$ cat src/rtl/psu_pkg.sv
package psu_pkg;
  typedef enum logic [1:0] {
    ST_IDLE  = 2'd0,
    ST_WRITE = 2'd1,
    ST_WB    = 2'd2
  } psu_state_e;
endpackage

$ cat src/rtl/psu_ctrl.sv
module psu_ctrl
  import psu_pkg::*;
(
  input  logic clk,
  input  logic rst_n,
  input  logic cmd_valid,
  input  logic mem_ready,
  output logic accept,
  output logic mem_valid,
  output logic wb_en,
  output logic busy
);
  psu_state_e state_q, state_d;

  always_comb begin
    state_d = state_q;
    case (state_q)
      ST_IDLE:  if (cmd_valid) state_d = ST_WRITE;
      ST_WRITE: if (mem_ready) state_d = ST_WB;
      ST_WB:    state_d = ST_IDLE;
      default:  state_d = ST_IDLE;
    endcase
  end

  always_ff @(posedge clk or negedge rst_n) begin
    if (!rst_n) state_q <= ST_IDLE;
    else        state_q <= state_d;
  end

  assign accept    = (state_q == ST_IDLE) && cmd_valid;
  assign mem_valid = (state_q == ST_WRITE);
  assign wb_en     = (state_q == ST_WB);
  assign busy      = (state_q != ST_IDLE);


  wb_single_chk: assert property (@(posedge clk) disable iff (!rst_n)
    wb_en |=> !wb_en);

  wb_after_hs_chk: assert property (@(posedge clk) disable iff (!rst_n)
    wb_en |-> $past(mem_valid && mem_ready));

  busy_after_accept_chk: assert property (@(posedge clk) disable iff (!rst_n)
    accept |=> busy && mem_valid);

  req_hold_chk: assert property (@(posedge clk) disable iff (!rst_n)
    (mem_valid && !mem_ready) |=> mem_valid);
endmodule

$ cat src/rtl/psu_incr.sv
module psu_incr #(
  parameter int ADDR_W = 32
) (
  input  logic [ADDR_W-1:0] base,
  input  logic              half,
  output logic [ADDR_W-1:0] next
);
  logic [ADDR_W-1:0] step;
  assign step = half ? ADDR_W'(2) : ADDR_W'(1);
  assign next = base + step;
endmodule

$ cat src/rtl/psu_lanes.sv
module psu_lanes #(
  parameter int ADDR_W = 32,
  parameter int DATA_W = 32
) (
  input  logic [ADDR_W-1:0]   addr,
  input  logic                half,
  input  logic [DATA_W-1:0]   src,
  output logic [DATA_W/8-1:0] be,
  output logic [DATA_W-1:0]   wdata
);
  localparam int LANES = DATA_W / 8;
  localparam int LSB   = $clog2(LANES);

  logic [LSB-1:0] byte_sel;
  logic [LSB-1:0] pair_sel;
  assign byte_sel = addr[LSB-1:0];
  assign pair_sel = byte_sel >> 1;

  for (genvar i = 0; i < LANES; i++) begin : g_lane
    assign be[i] = half ? (pair_sel == LSB'(i / 2)) : (byte_sel == LSB'(i));
    assign wdata[8*i +: 8] = half ? src[8*(i % 2) +: 8] : src[7:0];
  end
endmodule

$ cat src/rtl/pinc_store_unit.sv
module pinc_store_unit #(
  parameter int ADDR_W = 32,
  parameter int DATA_W = 32,
  parameter int RIDX_W = 5
) (
  input  logic                clk,
  input  logic                rst_n,
  input  logic                cmd_valid,
  input  logic                cmd_half,
  input  logic [RIDX_W-1:0]   cmd_src_idx,
  input  logic [RIDX_W-1:0]   cmd_adr_idx,
  output logic                busy,
  output logic [RIDX_W-1:0]   rf_src_idx,
  output logic [RIDX_W-1:0]   rf_adr_idx,
  input  logic [DATA_W-1:0]   rf_src_val,
  input  logic [ADDR_W-1:0]   rf_adr_val,
  output logic                mem_valid,
  input  logic                mem_ready,
  output logic [ADDR_W-1:0]   mem_addr,
  output logic                mem_half,
  output logic [DATA_W/8-1:0] mem_be,
  output logic [DATA_W-1:0]   mem_wdata,
  output logic                rf_we,
  output logic [RIDX_W-1:0]   rf_wa,
  output logic [ADDR_W-1:0]   rf_wd
);
  localparam int LANES = DATA_W / 8;

  logic [1:0] rst_sync_q;
  logic       rst_q_n;

  always_ff @(posedge clk or negedge rst_n) begin
    if (!rst_n) rst_sync_q <= 2'b00;
    else        rst_sync_q <= {rst_sync_q[0], 1'b1};
  end
  assign rst_q_n = rst_sync_q[1];

  logic accept;

  psu_ctrl u_ctrl (
    .clk       (clk),
    .rst_n     (rst_q_n),
    .cmd_valid (cmd_valid),
    .mem_ready (mem_ready),
    .accept    (accept),
    .mem_valid (mem_valid),
    .wb_en     (rf_we),
    .busy      (busy)
  );

  assign rf_src_idx = cmd_src_idx;
  assign rf_adr_idx = cmd_adr_idx;

  logic [ADDR_W-1:0] addr_q;
  logic [DATA_W-1:0] data_q;
  logic              half_q;
  logic [RIDX_W-1:0] areg_q;

  always_ff @(posedge clk or negedge rst_q_n) begin
    if (!rst_q_n) begin
      addr_q <= '0;
      data_q <= '0;
      half_q <= 1'b0;
      areg_q <= '0;
    end else if (accept) begin
      addr_q <= rf_adr_val;
      data_q <= rf_src_val;
      half_q <= cmd_half;
      areg_q <= cmd_adr_idx;
    end
  end

  psu_lanes #(.ADDR_W(ADDR_W), .DATA_W(DATA_W)) u_lanes (
    .addr  (addr_q),
    .half  (half_q),
    .src   (data_q),
    .be    (mem_be),
    .wdata (mem_wdata)
  );

  psu_incr #(.ADDR_W(ADDR_W)) u_incr (
    .base (addr_q),
    .half (half_q),
    .next (rf_wd)
  );

  assign mem_addr = addr_q;
  assign mem_half = half_q;
  assign rf_wa    = areg_q;


  req_stable_chk: assert property (@(posedge clk) disable iff (!rst_q_n)
    (mem_valid && !mem_ready) |=> ($stable(mem_addr) && $stable(mem_be) && $stable(mem_wdata)));

  wb_value_chk: assert property (@(posedge clk) disable iff (!rst_q_n)
    rf_we |-> (rf_wd - $past(mem_addr)) == ($past(mem_half) ? ADDR_W'(2) : ADDR_W'(1)));

  lane_count_chk: assert property (@(posedge clk) disable iff (!rst_q_n)
    mem_valid |-> $countones(mem_be) == (mem_half ? 2 : 1));

  idle_quiet_chk: assert property (@(posedge clk) disable iff (!rst_q_n)
    !busy |-> (!mem_valid && !rf_we));
  initial assert (LANES >= 4) else $error("data bus must be at least 32 bits");
endmodule

$ cat config.mk
export PLATFORM = sky130hd
export DESIGN_NAME = pinc_store_unit
export DESIGN_NICKNAME = d
export VERILOG_FILES = /design/src/rtl/psu_pkg.sv /design/src/rtl/psu_ctrl.sv /design/src/rtl/psu_incr.sv /design/src/rtl/psu_lanes.sv /design/src/rtl/pinc_store_unit.sv
export SDC_FILE = /design/constraint.sdc
export NUM_CORES = 1
export LEC_CHECK = 0
export BUFFER_PORTS_ARGS = -buffer_cell sky130_fd_sc_hd__buf_4
export CAP_MARGIN = 30
export CORE_UTILIZATION = 37
export CTS_CLUSTER_DIAMETER = 120
export CTS_CLUSTER_SIZE = 14
export DETAILED_ROUTE_END_ITERATION = 10
export PLACE_DENSITY = 0.8
export SYNTH_ARGS = -nofsm -noshare
export SYNTH_HDL_FRONTEND = slang
export SYNTH_SLANG_ARGS = --single-unit
$ cat constraint.sdc
create_clock -name clk -period 3.1 [get_ports clk]
set_input_delay 0.62 -clock clk [delete_from_list [all_inputs] [get_ports clk]]
set_output_delay 0.62 -clock clk [all_outputs]
set_load 0.005 [all_outputs]
==> results.py <==
metrics = {
    "synth": {
        "synth-xor-area-share": 0.08197,
        "synthesis.yosys.warnings": 0,
        "muxShareOfSynthArea": 0.2073,
        "yosys.cell_types.count": 35,
        "synth.cell_area_mm2": 0.003206,
        "yosys_register_bits": 58,
        "seq_area_frac_synth": 0.4528,
        "synth.net_count": 352,
        "synth_compound_area_frac": 0.01249,
        "post_synth_inst_count": 270,
        "synth_top_family_by_area": "multiplexers",
        "synth_simple_gate_area_share": 0.1261,
        "mean_cell_area_of_the_mapped_netlist_um2": 11.87,
        "yosys.area_share.adder": 0.01405,
    },
    "worst_setup_path": {
        "launching_element_type_of_the_critical_path": "register",
        "cp-end-kind": "primary output",
        "critPathLaunch": "mem_half",
        "path_max_fanout": 7,
        "worst_r2r_endpoint": "mem_addr[31]",
        "critPathSlowestCell": "sky130_fd_sc_hd__dfrtp_1",
        "max_stage_delay_ns": 0.38,
        "worstRegToRegCells": 4,
        "setup.worst_path.end": "rf_wd[22]",
        "timing.critical_path.required_ns": 2.48,
        "ff2ff_setup_slack_ns": 1.15,
        "worst-setup-path-type": "reg2out",
        "critical_path_arrival_ns": 2.36,
        "crit_path_cell_trace": "inv_2 -> ha_4 -> inv_2 -> fa_2 -> nand4b_1 -> nor3_2 -> buf_4 -> nand4_1 -> xnor2_1 -> buf_4",
        "regToRegStartpoint": "u_ctrl.state_q[1]",
    },
    "clocking": {
        "clock_tree_from_tritoncts": "done",
        "clock_tree.buffer_depth": 2,
        "cts-hold-fix-buffers": 0,
        "clock_tree.root_cell": "sky130_fd_sc_hd__clkbuf_8",
        "clock-sinks": 58,
        "cts_buffers": 9,
        "insertion_delay_ns": 0.32,
        "clkTransAtPathRegs_ns": 0.07,
        "cts-htree-levels": 3,
    },
    "sta": {
        "finalHoldWorstSlack_ns": 0.06524,
        "actual_transition_at_the_worst_max_transition_pin_ns": 0.6072,
        "finalHoldViolCount": 0,
        "report.final.slew_viol_count": 0,
        "maxSlewHeadroom": 0.5952,
        "fin_crit_ns": 2.982,
        "final.period_utilization": 0.9621,
        "report.final.setup_viol": 0,
        "timing.fmax_ghz": 0.3353,
        "fin_worst_skew_ns": 0.01161,
    },
    "placed_design": {
        "port_buffers": 171,
        "hpwl_mm": 5.854,
        "globalplace.congestion": 0.7579,
        "placed_cells": 509,
    },
    "run_status": {
        "outcome": "completed",
    },
    "global_route": {
        "globalRouteTotalUtil": 0.1709,
        "globalRouteOverflowTotal": 0,
        "antenna_violations_before_repair": 0,
        "first_pass_grt_wire_length_mm": 11.92,
        "grt_pass1_vias": 2456,
        "largest_net_degree_at_the_start_of_global_routing": 44,
    },
    "die": {
        "die_area_mm2": 0.009040,
        "io_pins": 198,
        "initial_utilization": 0.3863,
        "core_area_mm2": 0.008299,
        "die_width_um": 95.08,
        "floorplan.rows": 33,
        "die_h_um": 95.08,
    },
    "detailed_routing": {
        "via_per_inst": 4.758,
        "antenna_violating_nets_post_route": 0,
        "avgRoutedWirePerCell_um": 14.67,
        "vias": 2522,
        "route.detailed.drc": 0,
        "drt-pass1-iter-count": 4,
        "first_iteration_detailed_routing_drc_count": 36,
        "drt_wl_total_mm": 7.774,
    },
    "final_layout": {
        "net_count_final": 503,
        "mostFrequentLayoutCell": "sky130_fd_sc_hd__buf_4",
        "area_growth_pct": 44.57,
        "final_cell_mix": "sky130_fd_sc_hd__buf_4, sky130_fd_sc_hd__mux2_2, sky130_fd_sc_hd__dfrtp_1, sky130_fd_sc_hd__xnor2_1, sky130_fd_sc_hd__nand2_1",
        "non_filler_instance_count_after_layout": 530,
        "num-fill-cells": 708,
        "insertedDiodeCount": 0,
        "layout-drive-gt1-share": 0.6424,
    },
    "power": {
        "leakage_nw": 2.164,
        "peakVddDrop_uv": 484.2,
        "power-per-cell-area_mw_per_mm2": 941.9,
    },
    "run": {
        "max_cap_viols": 0,
    },
    "worst_hold_path": {
        "hp-class": "in2async",
    },
}
==> registers in the layout, summed over array words and instances, names as in the netlist <==
name,count
data_q,16
mem_addr,32
mem_half,1
rf_wa,5
rst_sync_q,2
u_ctrl.state_q,2
==> report_power, final <==
part / internal, mW / total [mW] / switching [mW]
Sequential: 1.07 / 1.47 / 0.394
Combinational: 1.43 / 2.22 / 0.792
Clock: 0.387 / 0.675 / 0.288
==> cell type report <==
class	instances	area, um2	area share
Timing Repair Buffer	182	1379	0.2975
Multi-Input combinational cell	163	1458	0.3145
Clock inverter	3	40.04	0.008639
Inverter	7	26.28	0.005670
Clock buffer	12	145.1	0.03132
Tap cell	105	131.4	0.02835
Sequential cell	58	1455	0.3140
==> logic make-up after synthesis <==
| group | after synthesis |
|---|---|
| buf+inv | 49 |
| xor+xnor | 30 |
| compound gates | 7 |
| flops | 58 |
| other cells | 1 |
| simple gates | 63 |
| fa+ha+maj | 3 |
| mux | 59 |
==> per-stage QoR <==
| stage | power [mW] | cell area, um2 | TNS [ns] | utilization | setup WS (ns) |
|---|---|---|---|---|---|
| after CTS | 4.376 | 4581 | 0 | 0.5519 | 0.008664 |
| after detailed placement | 3.666 | 4369 | 0 | 0.5265 | 0.1417 |
| after floorplan | 2.561 | 3206 | 0 | - | 0.1434 |
| final | 4.365 | 4634 | 0 | 0.5584 | 0.1176 |
| after global placement | 3.612 | 4369 | 0 | 0.5265 | 0.1874 |
| after global routing | 4.680 | 4634 | -0.007241 | 0.5584 | -0.003812 |
==> critical path, delay by kind of cell, from the launching register on <==
| family | cells | cell delay, ns |
|---|---|---|
| xor+xnor | 1 | 0.17 |
| fa+ha+maj | 2 | 0.48 |
| buf+inv | 4 | 0.43 |
| flops | 1 | 0.38 |
| simple gates | 3 | 0.59 |
==> repair_timing <==
item | in CTS | in global routing
resized for setup | 3 | 7
cloned | 0 | 0
buffers inserted | 3 | 3
pin swaps | 1 | 3
endpoints found under the setup margin | 11 | 9
==> worst min-delay path by stage <==
stage	endpoint	slack [ns]	startpoint	cells after the start
detailed placement	mem_addr[2]	0.30	rst_sync_q[1]	0
global route	rst_sync_q[0]	0.04	rst_n	1
global placement	mem_addr[4]	0.30	rst_sync_q[1]	0
CTS	rst_sync_q[1]	0.04	rst_n	1
floorplan	rst_sync_q[0]	0.32	rst_n	0
finish	rst_sync_q[0]	0.07	rst_n	1
==> metal layers <==
layer  vias to the layer above  global-route usage  part of all wire
li1                       1191                   -                 -
met1                      1224              0.2029              0.39
met2                        91              0.2923              0.53
met3                        16             0.03987             0.062
met4                         0             0.07702             0.020
met5                         -                   0                 0
==> Yosys cell counts <==
library cell               count  area, um2
sky130_fd_sc_hd__inv_1         7      26.28
sky130_fd_sc_hd__dfrtp_1      58       1451
sky130_fd_sc_hd__nor3_2        1      10.01
sky130_fd_sc_hd__nand3_1      13      65.06
sky130_fd_sc_hd__conb_1        1      3.750
sky130_fd_sc_hd__nor3b_1       1      7.510
sky130_fd_sc_hd__buf_2         3      15.01
sky130_fd_sc_hd__nand3_2       1      10.01
sky130_fd_sc_hd__mux2_2       59      664.4
sky130_fd_sc_hd__and3_1        2      12.51
sky130_fd_sc_hd__nand2b_1      1      6.260
sky130_fd_sc_hd__and2_1        3      18.77
sky130_fd_sc_hd__nand4_1       9      56.30
sky130_fd_sc_hd__nor4_4        2      42.54
sky130_fd_sc_hd__xnor2_1      26      227.7
sky130_fd_sc_hd__ha_1          2      25.02
sky130_fd_sc_hd__nor3_1        1      5.000
sky130_fd_sc_hd__buf_6         1      11.26
sky130_fd_sc_hd__nor2b_1       2      12.51
sky130_fd_sc_hd__nand4b_1      1      8.760
sky130_fd_sc_hd__buf_4        37      277.8
sky130_fd_sc_hd__and3_2        1      7.510
sky130_fd_sc_hd__and4_1        1      8.760
sky130_fd_sc_hd__nand2_1      12      45.04
sky130_fd_sc_hd__nand4_4       1      21.27
sky130_fd_sc_hd__xor2_1        4      35.03
sky130_fd_sc_hd__clkbuf_1      1      3.750
sky130_fd_sc_hd__a21oi_1       2      10.01
sky130_fd_sc_hd__nor2_2        1      6.260
sky130_fd_sc_hd__or2_2         1      6.260
sky130_fd_sc_hd__nor4b_4       1      23.77
sky130_fd_sc_hd__fa_1          1      20.02
sky130_fd_sc_hd__o21ai_0       3      15.01
sky130_fd_sc_hd__nor2_1        8      30.03
sky130_fd_sc_hd__a21o_1        2      15.01
(Power assumes the default switching activity.)
